$ cat src/rtl/dbgp_pkg.sv
// Package: shared layout of the debug port control and status word.
// Assumes a 32-bit register port; bit positions are fixed by software.
package dbgp_pkg;
    localparam int WORD_W    = 32;
    localparam int CNT_W     = 12;
    localparam int LANE_W    = 4;
    localparam int MODE_W    = 2;
    localparam int N_FLAG    = 4;

    // byte offsets
    localparam int OFS_ABORT = 0;
    localparam int OFS_CSR   = 4;

    // control and status word bit positions
    localparam int B_ACK     = 29;
    localparam int B_REQ     = 28;
    localparam int B_CNT_LSB = 12;
    localparam int B_CNT_MSB = B_CNT_LSB + CNT_W - 1;
    localparam int B_LANE_LSB = 8;
    localparam int B_LANE_MSB = B_LANE_LSB + LANE_W - 1;
    localparam int B_WDERR   = 7;
    localparam int B_RDOK    = 6;
    localparam int B_SERR    = 5;
    localparam int B_SCMP    = 4;
    localparam int B_MODE_LSB = 2;
    localparam int B_MODE_MSB = B_MODE_LSB + MODE_W - 1;
    localparam int B_ORUN    = 1;
    localparam int B_OEN     = 0;

    // abort word bit positions
    localparam int A_WDERR_CLR = 3;
    localparam int A_SERR_CLR  = 2;
    localparam int A_SCMP_CLR  = 1;
    localparam int A_ABORT     = 0;

    // index of each sticky flag in the flag vector
    typedef enum int {
        FL_WDERR = 0,
        FL_SERR  = 1,
        FL_SCMP  = 2,
        FL_ORUN  = 3
    } flag_idx_e;

    // plain read/write control fields
    typedef struct packed {
        logic              req;
        logic [LANE_W-1:0] lane;
        logic [MODE_W-1:0] mode;
        logic              oen;
    } ctrl_t;
endpackage

$ cat src/rtl/dbgp_decode.sv
// Module: address and bank decode for the two register words, plus the
// registered abort strobe. Assumes reg_addr is a byte offset and that the
// bank select value is held stable by the surrounding logic.
module dbgp_decode #(
    parameter int BANK_W = 4,
    parameter int ADDR_W = 4
) (
    input  logic                     clk,
    input  logic                     rst_n,
    input  logic [BANK_W-1:0]        bank_sel,
    input  logic                     reg_wr,
    input  logic [ADDR_W-1:0]        reg_addr,
    input  logic [dbgp_pkg::WORD_W-1:0] reg_wdata,
    output logic                     csr_sel,
    output logic                     csr_wr,
    output logic                     abt_wr,
    output logic                     abort_pulse
);
    import dbgp_pkg::*;

    localparam logic [ADDR_W-1:0] CSR_ADDR = ADDR_W'(OFS_CSR);
    localparam logic [ADDR_W-1:0] ABT_ADDR = ADDR_W'(OFS_ABORT);

    // Purpose: select the status word only in bank zero at its offset.
    always_comb begin
        csr_sel = (reg_addr == CSR_ADDR) && (bank_sel == '0);
        csr_wr  = reg_wr && csr_sel;
        abt_wr  = reg_wr && (reg_addr == ABT_ADDR);
    end

    // Purpose: emit a single-cycle abort strobe after an abort request.
    always_ff @(posedge clk) begin
        if (!rst_n) begin
            abort_pulse <= 1'b0;
        end else begin
            abort_pulse <= abt_wr && reg_wdata[A_ABORT];
        end
    end
endmodule

$ cat src/rtl/dbgp_sticky.sv
// Module: a bank of sticky flags. Each flag sets on its event pulse and
// clears on its clear request; set has priority. Assumes event inputs are
// already qualified by any enables.
module dbgp_sticky #(
    parameter int N = 4
) (
    input  logic         clk,
    input  logic         rst_n,
    input  logic [N-1:0] set_ev,
    input  logic [N-1:0] clr_req,
    output logic [N-1:0] flag_q
);
    for (genvar i = 0; i < N; i++) begin : g_flag
        // Purpose: hold one flag; a coincident event wins over its clear.
        always_ff @(posedge clk) begin
            if (!rst_n) begin
                flag_q[i] <= 1'b0;
            end else if (set_ev[i]) begin
                flag_q[i] <= 1'b1;
            end else if (clr_req[i]) begin
                flag_q[i] <= 1'b0;
            end
        end
    end
endmodule

$ cat src/rtl/dbgp_xfer_count.sv
// Module: transfer counter for automatic incremental sequences. Loads on
// a register write, counts down per successful transfer and saturates at
// zero. Assumes at most one successful transfer per cycle.
module dbgp_xfer_count #(
    parameter int W = 12
) (
    input  logic         clk,
    input  logic         rst_n,
    input  logic         load,
    input  logic [W-1:0] load_val,
    input  logic         dec,
    output logic [W-1:0] count
);
    localparam logic [W-1:0] ONE = W'(1);

    logic at_zero;

    // Purpose: flag the floor so the counter never wraps.
    always_comb at_zero = (count == '0);

    // Purpose: load wins; otherwise step down unless already at zero.
    always_ff @(posedge clk) begin
        if (!rst_n) begin
            count <= '0;
        end else if (load) begin
            count <= load_val;
        end else if (dec && !at_zero) begin
            count <= count - ONE;
        end
    end
endmodule

$ cat src/rtl/dbgp_csr.sv
// Module: debug port control and status register unit (top). Holds the
// control fields, sticky flags, read-status bit and transfer counter,
// and assembles the read word. Assumes event inputs are single-cycle
// pulses synchronous to clk.
module dbgp_csr #(
    parameter int BANK_W = 4,
    parameter int ADDR_W = 4
) (
    input  logic                 clk,
    input  logic                 rst_n,
    input  logic [BANK_W-1:0]    bank_sel,
    input  logic                 reg_wr,
    input  logic [ADDR_W-1:0]    reg_addr,
    input  logic [31:0]          reg_wdata,
    output logic [31:0]          reg_rdata,
    input  logic                 ev_stky_err,
    input  logic                 ev_stky_cmp,
    input  logic                 ev_wdata_err,
    input  logic                 ev_overrun,
    input  logic                 xfer_ok,
    input  logic                 rd_done,
    input  logic                 rd_ok,
    output logic                 abort_pulse,
    output logic                 pwr_req,
    input  logic                 pwr_ack,
    output logic [11:0]          seq_count,
    output logic [3:0]           lane_mask,
    output logic [1:0]           xfer_mode,
    output logic                 ovr_det_en
);
    import dbgp_pkg::*;

    logic              csr_sel;
    logic              csr_wr;
    logic              abt_wr;
    ctrl_t             ctrl_q;
    logic              rdok_q;
    logic [N_FLAG-1:0] flag_set;
    logic [N_FLAG-1:0] flag_clr;
    logic [N_FLAG-1:0] flag_q;
    logic [CNT_W-1:0]  cnt_q;

    dbgp_decode #(
        .BANK_W (BANK_W),
        .ADDR_W (ADDR_W)
    ) i_decode (
        .clk         (clk),
        .rst_n       (rst_n),
        .bank_sel    (bank_sel),
        .reg_wr      (reg_wr),
        .reg_addr    (reg_addr),
        .reg_wdata   (reg_wdata),
        .csr_sel     (csr_sel),
        .csr_wr      (csr_wr),
        .abt_wr      (abt_wr),
        .abort_pulse (abort_pulse)
    );

    // Purpose: qualify events and gather clears from both register words.
    always_comb begin
        flag_set[FL_WDERR] = ev_wdata_err;
        flag_set[FL_SERR]  = ev_stky_err;
        flag_set[FL_SCMP]  = ev_stky_cmp;
        flag_set[FL_ORUN]  = ev_overrun && ctrl_q.oen;

        flag_clr[FL_WDERR] = (csr_wr && reg_wdata[B_WDERR])
                           || (abt_wr && reg_wdata[A_WDERR_CLR]);
        flag_clr[FL_SERR]  = (csr_wr && reg_wdata[B_SERR])
                           || (abt_wr && reg_wdata[A_SERR_CLR]);
        flag_clr[FL_SCMP]  = (csr_wr && reg_wdata[B_SCMP])
                           || (abt_wr && reg_wdata[A_SCMP_CLR]);
        flag_clr[FL_ORUN]  = csr_wr && reg_wdata[B_ORUN];
    end

    dbgp_sticky #(
        .N (N_FLAG)
    ) i_sticky (
        .clk     (clk),
        .rst_n   (rst_n),
        .set_ev  (flag_set),
        .clr_req (flag_clr),
        .flag_q  (flag_q)
    );

    dbgp_xfer_count #(
        .W (CNT_W)
    ) i_count (
        .clk      (clk),
        .rst_n    (rst_n),
        .load     (csr_wr),
        .load_val (reg_wdata[B_CNT_MSB:B_CNT_LSB]),
        .dec      (xfer_ok),
        .count    (cnt_q)
    );

    // Purpose: hold the plain read/write control fields.
    always_ff @(posedge clk) begin
        if (!rst_n) begin
            ctrl_q <= '0;
        end else if (csr_wr) begin
            ctrl_q.req  <= reg_wdata[B_REQ];
            ctrl_q.lane <= reg_wdata[B_LANE_MSB:B_LANE_LSB];
            ctrl_q.mode <= reg_wdata[B_MODE_MSB:B_MODE_LSB];
            ctrl_q.oen  <= reg_wdata[B_OEN];
        end
    end

    // Purpose: record the outcome of the latest access-port read.
    always_ff @(posedge clk) begin
        if (!rst_n) begin
            rdok_q <= 1'b0;
        end else if (rd_done) begin
            rdok_q <= rd_ok;
        end
    end

    // Purpose: assemble the read word; reserved bits and other offsets read 0.
    always_comb begin
        reg_rdata = '0;
        if (csr_sel) begin
            reg_rdata[B_ACK]                  = pwr_ack;
            reg_rdata[B_REQ]                  = ctrl_q.req;
            reg_rdata[B_CNT_MSB:B_CNT_LSB]    = cnt_q;
            reg_rdata[B_LANE_MSB:B_LANE_LSB]  = ctrl_q.lane;
            reg_rdata[B_WDERR]                = flag_q[FL_WDERR];
            reg_rdata[B_RDOK]                 = rdok_q;
            reg_rdata[B_SERR]                 = flag_q[FL_SERR];
            reg_rdata[B_SCMP]                 = flag_q[FL_SCMP];
            reg_rdata[B_MODE_MSB:B_MODE_LSB]  = ctrl_q.mode;
            reg_rdata[B_ORUN]                 = flag_q[FL_ORUN];
            reg_rdata[B_OEN]                  = ctrl_q.oen;
        end
    end

    // Purpose: drive the control fields out to the access-port engine.
    always_comb begin
        pwr_req    = ctrl_q.req;
        lane_mask  = ctrl_q.lane;
        xfer_mode  = ctrl_q.mode;
        ovr_det_en = ctrl_q.oen;
        seq_count  = cnt_q;
    end
endmodule

$ cat config.mk
export PLATFORM = sky130hd
export DESIGN_NAME = dbgp_csr
export DESIGN_NICKNAME = d
export VERILOG_FILES = /design/src/rtl/dbgp_pkg.sv /design/src/rtl/dbgp_decode.sv /design/src/rtl/dbgp_sticky.sv /design/src/rtl/dbgp_xfer_count.sv /design/src/rtl/dbgp_csr.sv
export SDC_FILE = /design/constraint.sdc
export NUM_CORES = 1
export LEC_CHECK = 0
export ABC_AREA = 1
export BUFFER_PORTS_ARGS = -buffer_cell sky130_fd_sc_hd__buf_2
export CORE_MARGIN = 5
export CORE_UTILIZATION = 40
export CTS_BUF_LIST = sky130_fd_sc_hd__clkbuf_8
export CTS_CLUSTER_SIZE = 10
export DETAILED_ROUTE_END_ITERATION = 8
export PLACE_DENSITY = 0.76
export SLEW_MARGIN = 15
export SYNTH_ARGS = -nofsm -noshare
export SYNTH_HDL_FRONTEND = slang
export SYNTH_SLANG_ARGS = --single-unit
$ cat constraint.sdc
create_clock -name clk -period 3.5 [get_ports clk]
set_input_delay 0.875 -clock clk [delete_from_list [all_inputs] [get_ports clk]]
set_output_delay 0.875 -clock clk [all_outputs]
set_load 0.01 [all_outputs]
---- After elaboration in Yosys (flattened, before gate mapping) ----
Index checks and enable logic that the tools add are counted.
W data, S select, Z words.
storage, ports and cells
  output and inout port bits .............. 53
  register bits ........................... 26
  input bits .............................. 51
  logic and storage cells ................. 50
cells by class
  reductions and logical operators ........ 25
  mux-type cells .......................... 12
  eq/ne operators ......................... 1
  $add $sub $neg .......................... 1
operators with widths
  cell                     count
  $mux W12                 2
  $mux W24                 1
  $logic_and A1 B1 Y1      13
  $logic_not A12 Y1        1
  $sub A12 B1 Y12 const B  1
  $reduce_bool A2 Y1       5
  $logic_not A4 Y1         2
  $mux W1                  8
  $eq A4 B3 Y1 const B     1
  $logic_or A1 B1 Y1       3
  $mux W2                  1
  $logic_not A1 Y1         1

---- Longest topological paths before layout ----
Gate-level depths: netlist (run 1).
  word-level depth ........................ 7
  depth in mapped cells ................... 12
  mapped depth without buffers ............ 11

---- Modules after synthesis ----
Synthesis (run 1) repeated with hierarchy kept, for this count alone.
second synthesis, totals
  cell total of the unflattened synthesis .. 324
  area, all modules ....................... 1,875.5 um2
by module, submodules not included
  module           area each (um2)  cells an instance  instances  sequential area each (um2)
  dbgp_xfer_count  910.9            148                1          240.2
  dbgp_csr         706.9            132                1          180.2
  dbgp_sticky      148.9            21                 1          80.1
  dbgp_decode      108.9            23                 1          20.0

---- Worst setup path before layout (run 1) ----
Ideal clock, no wire load.
  kind .................................... input port to output port
  start ................................... in bank_sel[0]
  end ..................................... out reg_rdata[10]
  data arrival time ....................... 1.721 ns
  cell stages on the path ................. 6
  path buffers ............................ 1
  data required time ...................... 2.625 ns
  path slack .............................. 0.904 ns
  cell sequence ........................... nor2_1 > nand2_1 > nor2_2 > nand3_1 > buf_2 > nor2_1
between the ends
  cells in the longest elaborated chain, start to end .. 3
RTL lines
  what                 line               RTL
  from (decl)          dbgp_csr.sv:11     input logic [BANK_W-1:0] bank_sel,
  $logic_not A4 Y1     dbgp_decode.sv:26  csr_sel = (reg_addr == CSR_ADDR) && (bank_sel == '0);
  $logic_and A1 B1 Y1  dbgp_decode.sv:26
  $mux W24             dbgp_csr.sv:120    if (csr_sel) begin
  to (decl)            dbgp_csr.sv:15     output logic [31:0] reg_rdata,
Every way passes these cells.

---- Worst setup path in the final report (run 1) ----
  start ................................... in bank_sel[0]
  end ..................................... out reg_rdata[7]
Same word-level chain as after synthesis.

==> results.md, run 1 <==
- CTS Buffer Depth: 2
- Top post-synthesis cells by area: dfxtp_1, nor2_1, nand2_1
- Final period util: ~78%
- Post-synthesis sequential area ratio: a little under a third
- Crit end category: output pin
- # clock sinks: 26
- Area leader, netlist: dfxtp_1
- Drt first pass iters: 4
- Top Ports: 104
- Synth warnings: 0
- Lkg Pwr: about 1.2 nW
- Number of CTS-inserted buffers: 3
- Worst R2R End: i_count.count[1]
- Setup Total Neg Slack: 0 ns
- Unrepaired setup endpoints after global routing: false
- Pre-CTS setup slack: approximately 0.77 ns
- Vias in the first global route: around 1700
- Gr ovfl total: 0
- CP peak stage delay: 0.20 ns
- Largest net degree at the start of global routing: 26
- Final setup violation count: 0
- Post-synth ARST share: 0%
- Top achievable clock speed: ~370 MHz
- Site Rows: 23
- Critical Path Fanout Max: 15
- # nets final: approximately 400
- PostCTS Resize Cnt: 0
- Total length of routed wires: roughly 5000 um
- Library cells used by synthesis: 26
- DIE AREA: between 0.005 and 0.006 sq mm
- Antenna viol nets, final: 0
- First-pass GRT wire length: 7600 um
- Max-cap violations: 0
- Worst reg-to-reg path cell count: 10
- Critical path's slowest cell: buf_4
- Tmin final: between 2 and 3 ns
- Most used standard cell by instance count after synthesis: nor2_1
- HP Class: register to register
- Top cells by count, synth: nor2_1, nand2_1, inv_1, dfxtp_1, a21oi_1
- Startpoint types: primary input
- Crit-path leading delay family: simple AND/OR/NAND/NOR gates
- Syn avg cell area: 6.12 sq um
- WHS Path Cells: 2
- TritonCTS clock tree: done
- Die height: between 70 and 80 um
- WS Path Type: primary input to output pin
- R2R Path Start: i_count.count[0]
- Share of cells above drive strength 1: a little under a third
- Via density: about 4.6
- All-Layer GR Usage: between 10% and 20%
- Post-CTS Setup Bufs: 0
- Post-Synthesis Cells: about 270
- Hold Startpoint: xfer_mode[0]
- Worst IR Drop VDD: approximately 0.33 mV
- #FFs+latches synth: 26
- Initial core utilization: ~41%
- Clock skew: 0.00390 ns
- Pwr dens: around 610 mW/mm^2
- Post-DP HPWL: between 3000 and 4000 um
- Post-cts hold buffer count: 0
- Worst-path cell chain: buf_2, nor2_1, nand2_1, nor2_2, nand3_1, buf_4, nor2_1, buf_2
- Area Overhead vs Synth: 31.6%
- Crit path DAT: 1.86 ns
- CTS root buf: clkbuf_8
- Top FF cell, synth: dfxtp_1
- Iteration-0 DRC count of the detailed router: about 110
- Vias: about 1900
- Core area: roughly 0.0040 sq mm
- Final setup margin: around 0.76 ns
- Final count of hold timing violations: 0
- Clk_lat worst skew: approximately 0.28 ns
- Crit path launch: bank_sel[0]
- Post-synth EDFFs: 0
- Residual DRC: 0
- Detailed-route wire length per cell: roughly 12 um
- Port Buffers: a little under 90
- Initial antenna violation count: 0
- Reg2reg setup slack: 1.77 ns
- WP buf/inv: 3
- WP data required: 2.62 ns
- Final RePlAce weighted congestion: slightly above 0.8
- Status: finished, final reports clean
- WHS Endpoint: xfer_mode[0]
- Top-area cell type share of the netlist area: a little under a third
- PnR Total Power: 1.33 mW
- Clk slew on worst S/H paths: 0.10 ns
- Max Slew Vio Count: 0
- Htree depth: 1
- Inserted Diodes: 0
- Die width: roughly 74 um
- Post-Syn Area: between 0.0015 and 0.002 sq mm
==> area by class of cell <==
cell class / count / area (sq um)
fill: 421 / 1830
inverter: 42 / 158
clock buffer: 3 / 41.3
tap: 50 / 62.6
multi-input combinational: 192 / 886
timing repair buffer: 92 / 468
sequential: 26 / 520
clock inverter: 1 / 30.0
==> layout by cell type, fill, tap and decap left out, types with 2 or more instances in the layout <==
master and n:
a21oi_1 21, buf_2 89, buf_4 3, clkbuf_8 3, clkinv_1 3, conb_1 6, dfxtp_1 26, ha_1 2
inv_1 39, nand2_1 41, nand2_2 3, nand2_4 2, nand3_1 9, nand4_1 2, nor2_1 67, nor2_2 6
nor3_1 3, o21ai_0 17, o21ai_1 6, xor2_1 2
==> flip-flops by register name, indices dropped and copies added, names as in the netlist <==
register	cells
i_count.count	12
i_sticky.flag_q	4
lane_mask	4
xfer_mode	2
i_decode.abort_pulse	1
ovr_det_en	1
pwr_req	1
rdok_q	1
==> worst register-to-register path, cell delays in order (launching register included) <==
cell	delay, ns
dfxtp_1	0.38
inv_1	0.11
ha_1	0.22
nand2_1	0.09
nor2_2	0.06
nand2_2	0.09
nand2_4	0.08
nand2_4	0.14
clkinv_1	0.26
nor2_1	0.17
nor2_1	0.05
==> worst max path at each step <==
| stage | cells after the start | slack [ns] | end |
|---|---|---|---|
| final | 8 | 0.76 | reg_rdata[7] |
| after global routing | 8 | 0.65 | reg_rdata[7] |
| after CTS | 8 | 0.76 | reg_rdata[7] |
| after detailed placement | 8 | 0.77 | reg_rdata[7] |
| after global placement | 8 | 0.76 | reg_rdata[17] |
| after floorplan | 6 | 0.90 | reg_rdata[10] |
==> per-stage QoR <==
step | hold WS, ns | utilization [%] | instances | cell area (sq um)
5_1_grt | 0.496 | 54.1 | 406 | 2170
3_3_place_gp | 0.450 | 52.4 | 402 | 2090
2_1_floorplan | 0.450 | - | 274 | 1660
6_report | 0.469 | 54.1 | 406 | 2170
3_5_place_dp | 0.457 | 52.4 | 402 | 2090
4_1_cts | 0.472 | 54.1 | 406 | 2170
==> logic make-up (layout without fill, tap and decap cells) <==
logic type / Yosys count / after routing / synth area share (%)
simple gates: 136 / 136 / 35.5
buf+inv: 56 / 138 / 15.7
compound gates: 46 / 46 / 14.4
flops: 26 / 26 / 31.6
fa+ha+maj: 2 / 2 / 1.52
xor+xnor: 2 / 2 / 1.06
other cells: 1 / 6 / 0.228
==> power by group <==
| group | internal (mW) | switching [mW] |
|---|---|---|
| Combinational | 0.240 | 0.404 |
| Sequential | 0.354 | 0.0687 |
| Clock | 0.153 | 0.108 |
==> routing by layer <==
metal	GRT usage (%)	vias to the layer above	share of wire, %
met2	29.7	51	48
li1	-	992	-
met4	6.24	0	1.6
met1	22.1	823	44
met3	2.30	7	6.2
met5	0	-	0
Power figures use the tool's default switching activity.
==> inputs of run 2 (changes only) <==
ABC_AREA = 0   (was 1)
PLACE_DENSITY = 0.78   (was 0.76)
clock period = 2.6 ns   (was 3.5 ns; I/O delays follow)
==> results.md, run 2 <==
- Pre-CTS setup slack: 0.157 ns (was 0.768 ns)
- Post-Syn Area: 0.00153 sq mm (was 0.00165 sq mm)
- Final setup margin: 0.190 ns (was 0.764 ns)
- Seq pwr share: 37.9% (was 31.8%)
- Startpoint types: primary input (unchanged)
- Library cells used by synthesis: 38 (was 26)
- Area leader, netlist: dfxtp_1 (unchanged)
- Top cells by count, synth: dfxtp_1, and2_1, o21ai_0, nor2_1, mux2i_1 (was nor2_1, nand2_1, inv_1, dfxtp_1, a21oi_1)
- Antenna viol nets, final: 0 (unchanged)
- Area Overhead vs Synth: 35.0% (was 31.6%)
- Worst slew margin: approximately two thirds
- Pwr dens: 744 mW/mm^2 (was 613 mW/mm^2)
- Max-cap violations: 0 (unchanged)
- Number of CTS-inserted buffers: 3 (unchanged)
- Vias: 1608 (was 1873)
- Site Rows: 22 (was 23)
- R2R Path Start: i_count.count[0] (unchanged)
- Most used standard cell by instance count after synthesis: dfxtp_1 (was nor2_1)
- CTS Buffer Depth: 2 (unchanged)
- Top post-synthesis cells by area: dfxtp_1, and2_1, mux2i_1 (was dfxtp_1, nor2_1, nand2_1)
- All-Layer GR Usage: 16.5% (was 17.3%)
- Inserted Diodes: 0 (unchanged)
- Hold Startpoint: i_sticky.flag_q[3] (was xfer_mode[0])
- Unrepaired setup endpoints after global routing: false (unchanged)
- Status: finished, final reports clean (unchanged)
- Met1 GRT Util: 20.0% (was 22.1%)
- FILL cells: 387 (was 421)
- Crit path launch: reg_addr[1] (was bank_sel[0])
- Die width: 71.8 um (was 74.1 um)
- Final count of hold timing violations: 0 (unchanged)
- Post-cts hold buffer count: 0 (unchanged)
- CTS root buf: clkbuf_8 (unchanged)
- Port Buffers: 89 (unchanged)
- Critical Path Fanout Max: 23 (was 15)
- Post-synth EDFFs: 0 (unchanged)
- Switch share: 39.7% (was 43.7%)
- Post-DP HPWL: 3240 um (was 3800 um)
- Comb pwr share: 44.9% (was 48.5%)
- Setup Total Neg Slack: 0 ns (unchanged)
- Tmin final: around 2.4 ns
- Htree depth: 1 (unchanged)
- PostCTS Resize Cnt: 0 (unchanged)
- Synth warnings: 0 (unchanged)
- Drt first pass iters: 4 (unchanged)
- Via density: 5.06 (was 4.61)
- TritonCTS clock tree: done (unchanged)
- Met3 Track Usage GR: 5.05% (was 2.30%)
- Max Slew Vio Count: 0 (unchanged)
- Switching pwr: 609 uW (was 580 uW)
- Biggest register: i_count.count (unchanged)
- Largest net degree at the start of global routing: 35 (was 26)
- Internal: 925 uW (was 747 uW)
- First-pass GRT wire length: 6910 um (was 7600 um)
- Top FF cell, synth: dfxtp_1 (unchanged)
- Core area: 0.00369 sq mm (was 0.00400 sq mm)
- Die height: 71.8 um (was 74.1 um)
- Share of cells above drive strength 1: 39.6% (was 30.9%)
- Syn avg cell area: 8.30 sq um (was 6.12 sq um)
- Top-area cell type share of the netlist area: 34.1% (was 31.6%)
- DIE AREA: 0.00515 sq mm (was 0.00550 sq mm)
- WS Path Type: primary input to output pin (unchanged)
- Residual DRC: 0 (unchanged)
- #FFs+latches synth: 26 (unchanged)
- Clk slew on worst S/H paths: 0.09 ns (was 0.10 ns)
- Top Ports: 104 (unchanged)
- Total length of routed wires: 4170 um (was 4860 um)
- Max reg flops: 12 (unchanged)
- Crit path DAT: 1.76 ns (was 1.86 ns)
- Clock Power Share: 17.2% (was 19.7%)
- Worst slew pin tran: between 0.5 and 0.6 ns
- Post-Synthesis Cells: 184 (was 269)
- Lkg Pwr: 1.10 nW (was 1.17 nW)
- Final period util: ~93%
- GRT met2 Usage: 27.8% (was 29.7%)
- Most common cell after layout, fill and taps aside: buf_2 (unchanged)
- Post-synth ARST share: 0% (unchanged)
- Post-synthesis sequential area ratio: 34.1% (was 31.6%)
- Initial antenna violation count: 0 (unchanged)
- Detailed-route wire length per cell: 13.1 um (was 12.0 um)
- Iteration-0 DRC count of the detailed router: 52 (was 108)
- Crit end category: output pin (unchanged)
- Worst IR Drop VDD: 0.284 mV (was 0.326 mV)
- Top achievable clock speed: between 400 and 500 MHz
- WP data required: 1.95 ns (was 2.62 ns)
- Most frequent cells in the layout: buf_2, dfxtp_1, and2_1, o21ai_0, nor2_1 (was buf_2, nor2_1, nand2_1, inv_1, dfxtp_1)
- Most used routing layer: met2 (unchanged)
- # nets final: 324 (was 410)
- Post-CTS Setup Bufs: 0 (unchanged)
- Initial core utilization: 41.4% (was 41.1%)
- HP Class: register to register (unchanged)
- Clock skew: 0.00411 ns (was 0.00390 ns)
- Gr ovfl total: 0 (unchanged)
- Final setup violation count: 0 (unchanged)
- # clock sinks: 26 (unchanged)
- Final RePlAce weighted congestion: 0.910 (was 0.825)
- Multi-input logic area: 911 sq um (was 886 sq um)
- Register area: 520 sq um (unchanged)
- Clk_lat worst skew: 0.27 ns (was 0.28 ns)
- Reg2reg setup slack: 0.82 ns (was 1.77 ns)
- Vias in the first global route: 1564 (was 1747)
==> run 2: changes by cell type after synthesis, sizes merged, moves of 7 or more <==
cell	before	now
and2	0	26
inv	39	9
a21oi	21	9
o21ai	23	16
a31oi	0	9
nand2	46	7
mux2i	0	12
nor2	74	15
nand3	10	2
==> run 2: path summary, 6_finish.rpt <==
kind	endpoint	depth (start not counted)
worst min register to register	i_sticky.flag_q[3]	2
worst max-delay path	reg_rdata[2]	6
worst min-delay path	i_sticky.flag_q[3]	2
worst max register to register	i_count.count[7]	5
==> run 2: final cells by class <==
type                       count  area share, %
clock buffer                   4           2.67
inverter                       9           1.64
multi-input combinational    139           44.2
sequential                    26           25.3
tap                           48           2.91
timing repair buffer          92           23.3
==> run 2: stage by stage <==
stage               power [mW]  cell area (sq um)  utilization, %  cells  hold slack, ns
floorplan                 1.08               1550               -    189           0.449
global placement          1.26               2010            54.4    314           0.458
detailed placement        1.28               2010            54.4    314           0.464
CTS                       1.55               2060            55.9    318           0.476
global route              1.66               2060            55.9    318           0.519
finish                    1.53               2060            55.9    318           0.476
==> run 2: power by group through the flow <==
| stage | clock network (mW) | registers [mW] | logic, mW |
|---|---|---|---|
| CTS | 0.270 | 0.582 | 0.694 |
| global route | 0.283 | 0.601 | 0.772 |
| finish | 0.264 | 0.581 | 0.689 |
| global placement | 0 | 0.586 | 0.676 |
| detailed placement | 0 | 0.591 | 0.692 |
| floorplan | 0 | 0.599 | 0.479 |
==> run 2: routing by layer <==
layer	up-vias	share of wire, %
li1	809	-
met1	730	41
met2	65	47
met3	4	11
met4	0	1.2
met5	-	0
==> run 2: logic make-up after synthesis <==
logic type	after synthesis	synth area share (%)
buffers and inverters	24	7.46
other	1	0.246
DFF	26	34.1
adders and majority gates	2	1.64
AOI/OAI and AO/OA	43	18.2
muxes	12	7.87
and+or+nand+nor	75	29.9
xor gates and xnor gates	1	0.574
==> run 2: worst max-delay path, stage by stage <==
cell and delay (ns):
buf_2 0.09, nor3_1 0.28, and3_1 0.30, buf_12 0.17, and2_1 0.14, buf_2 0.13
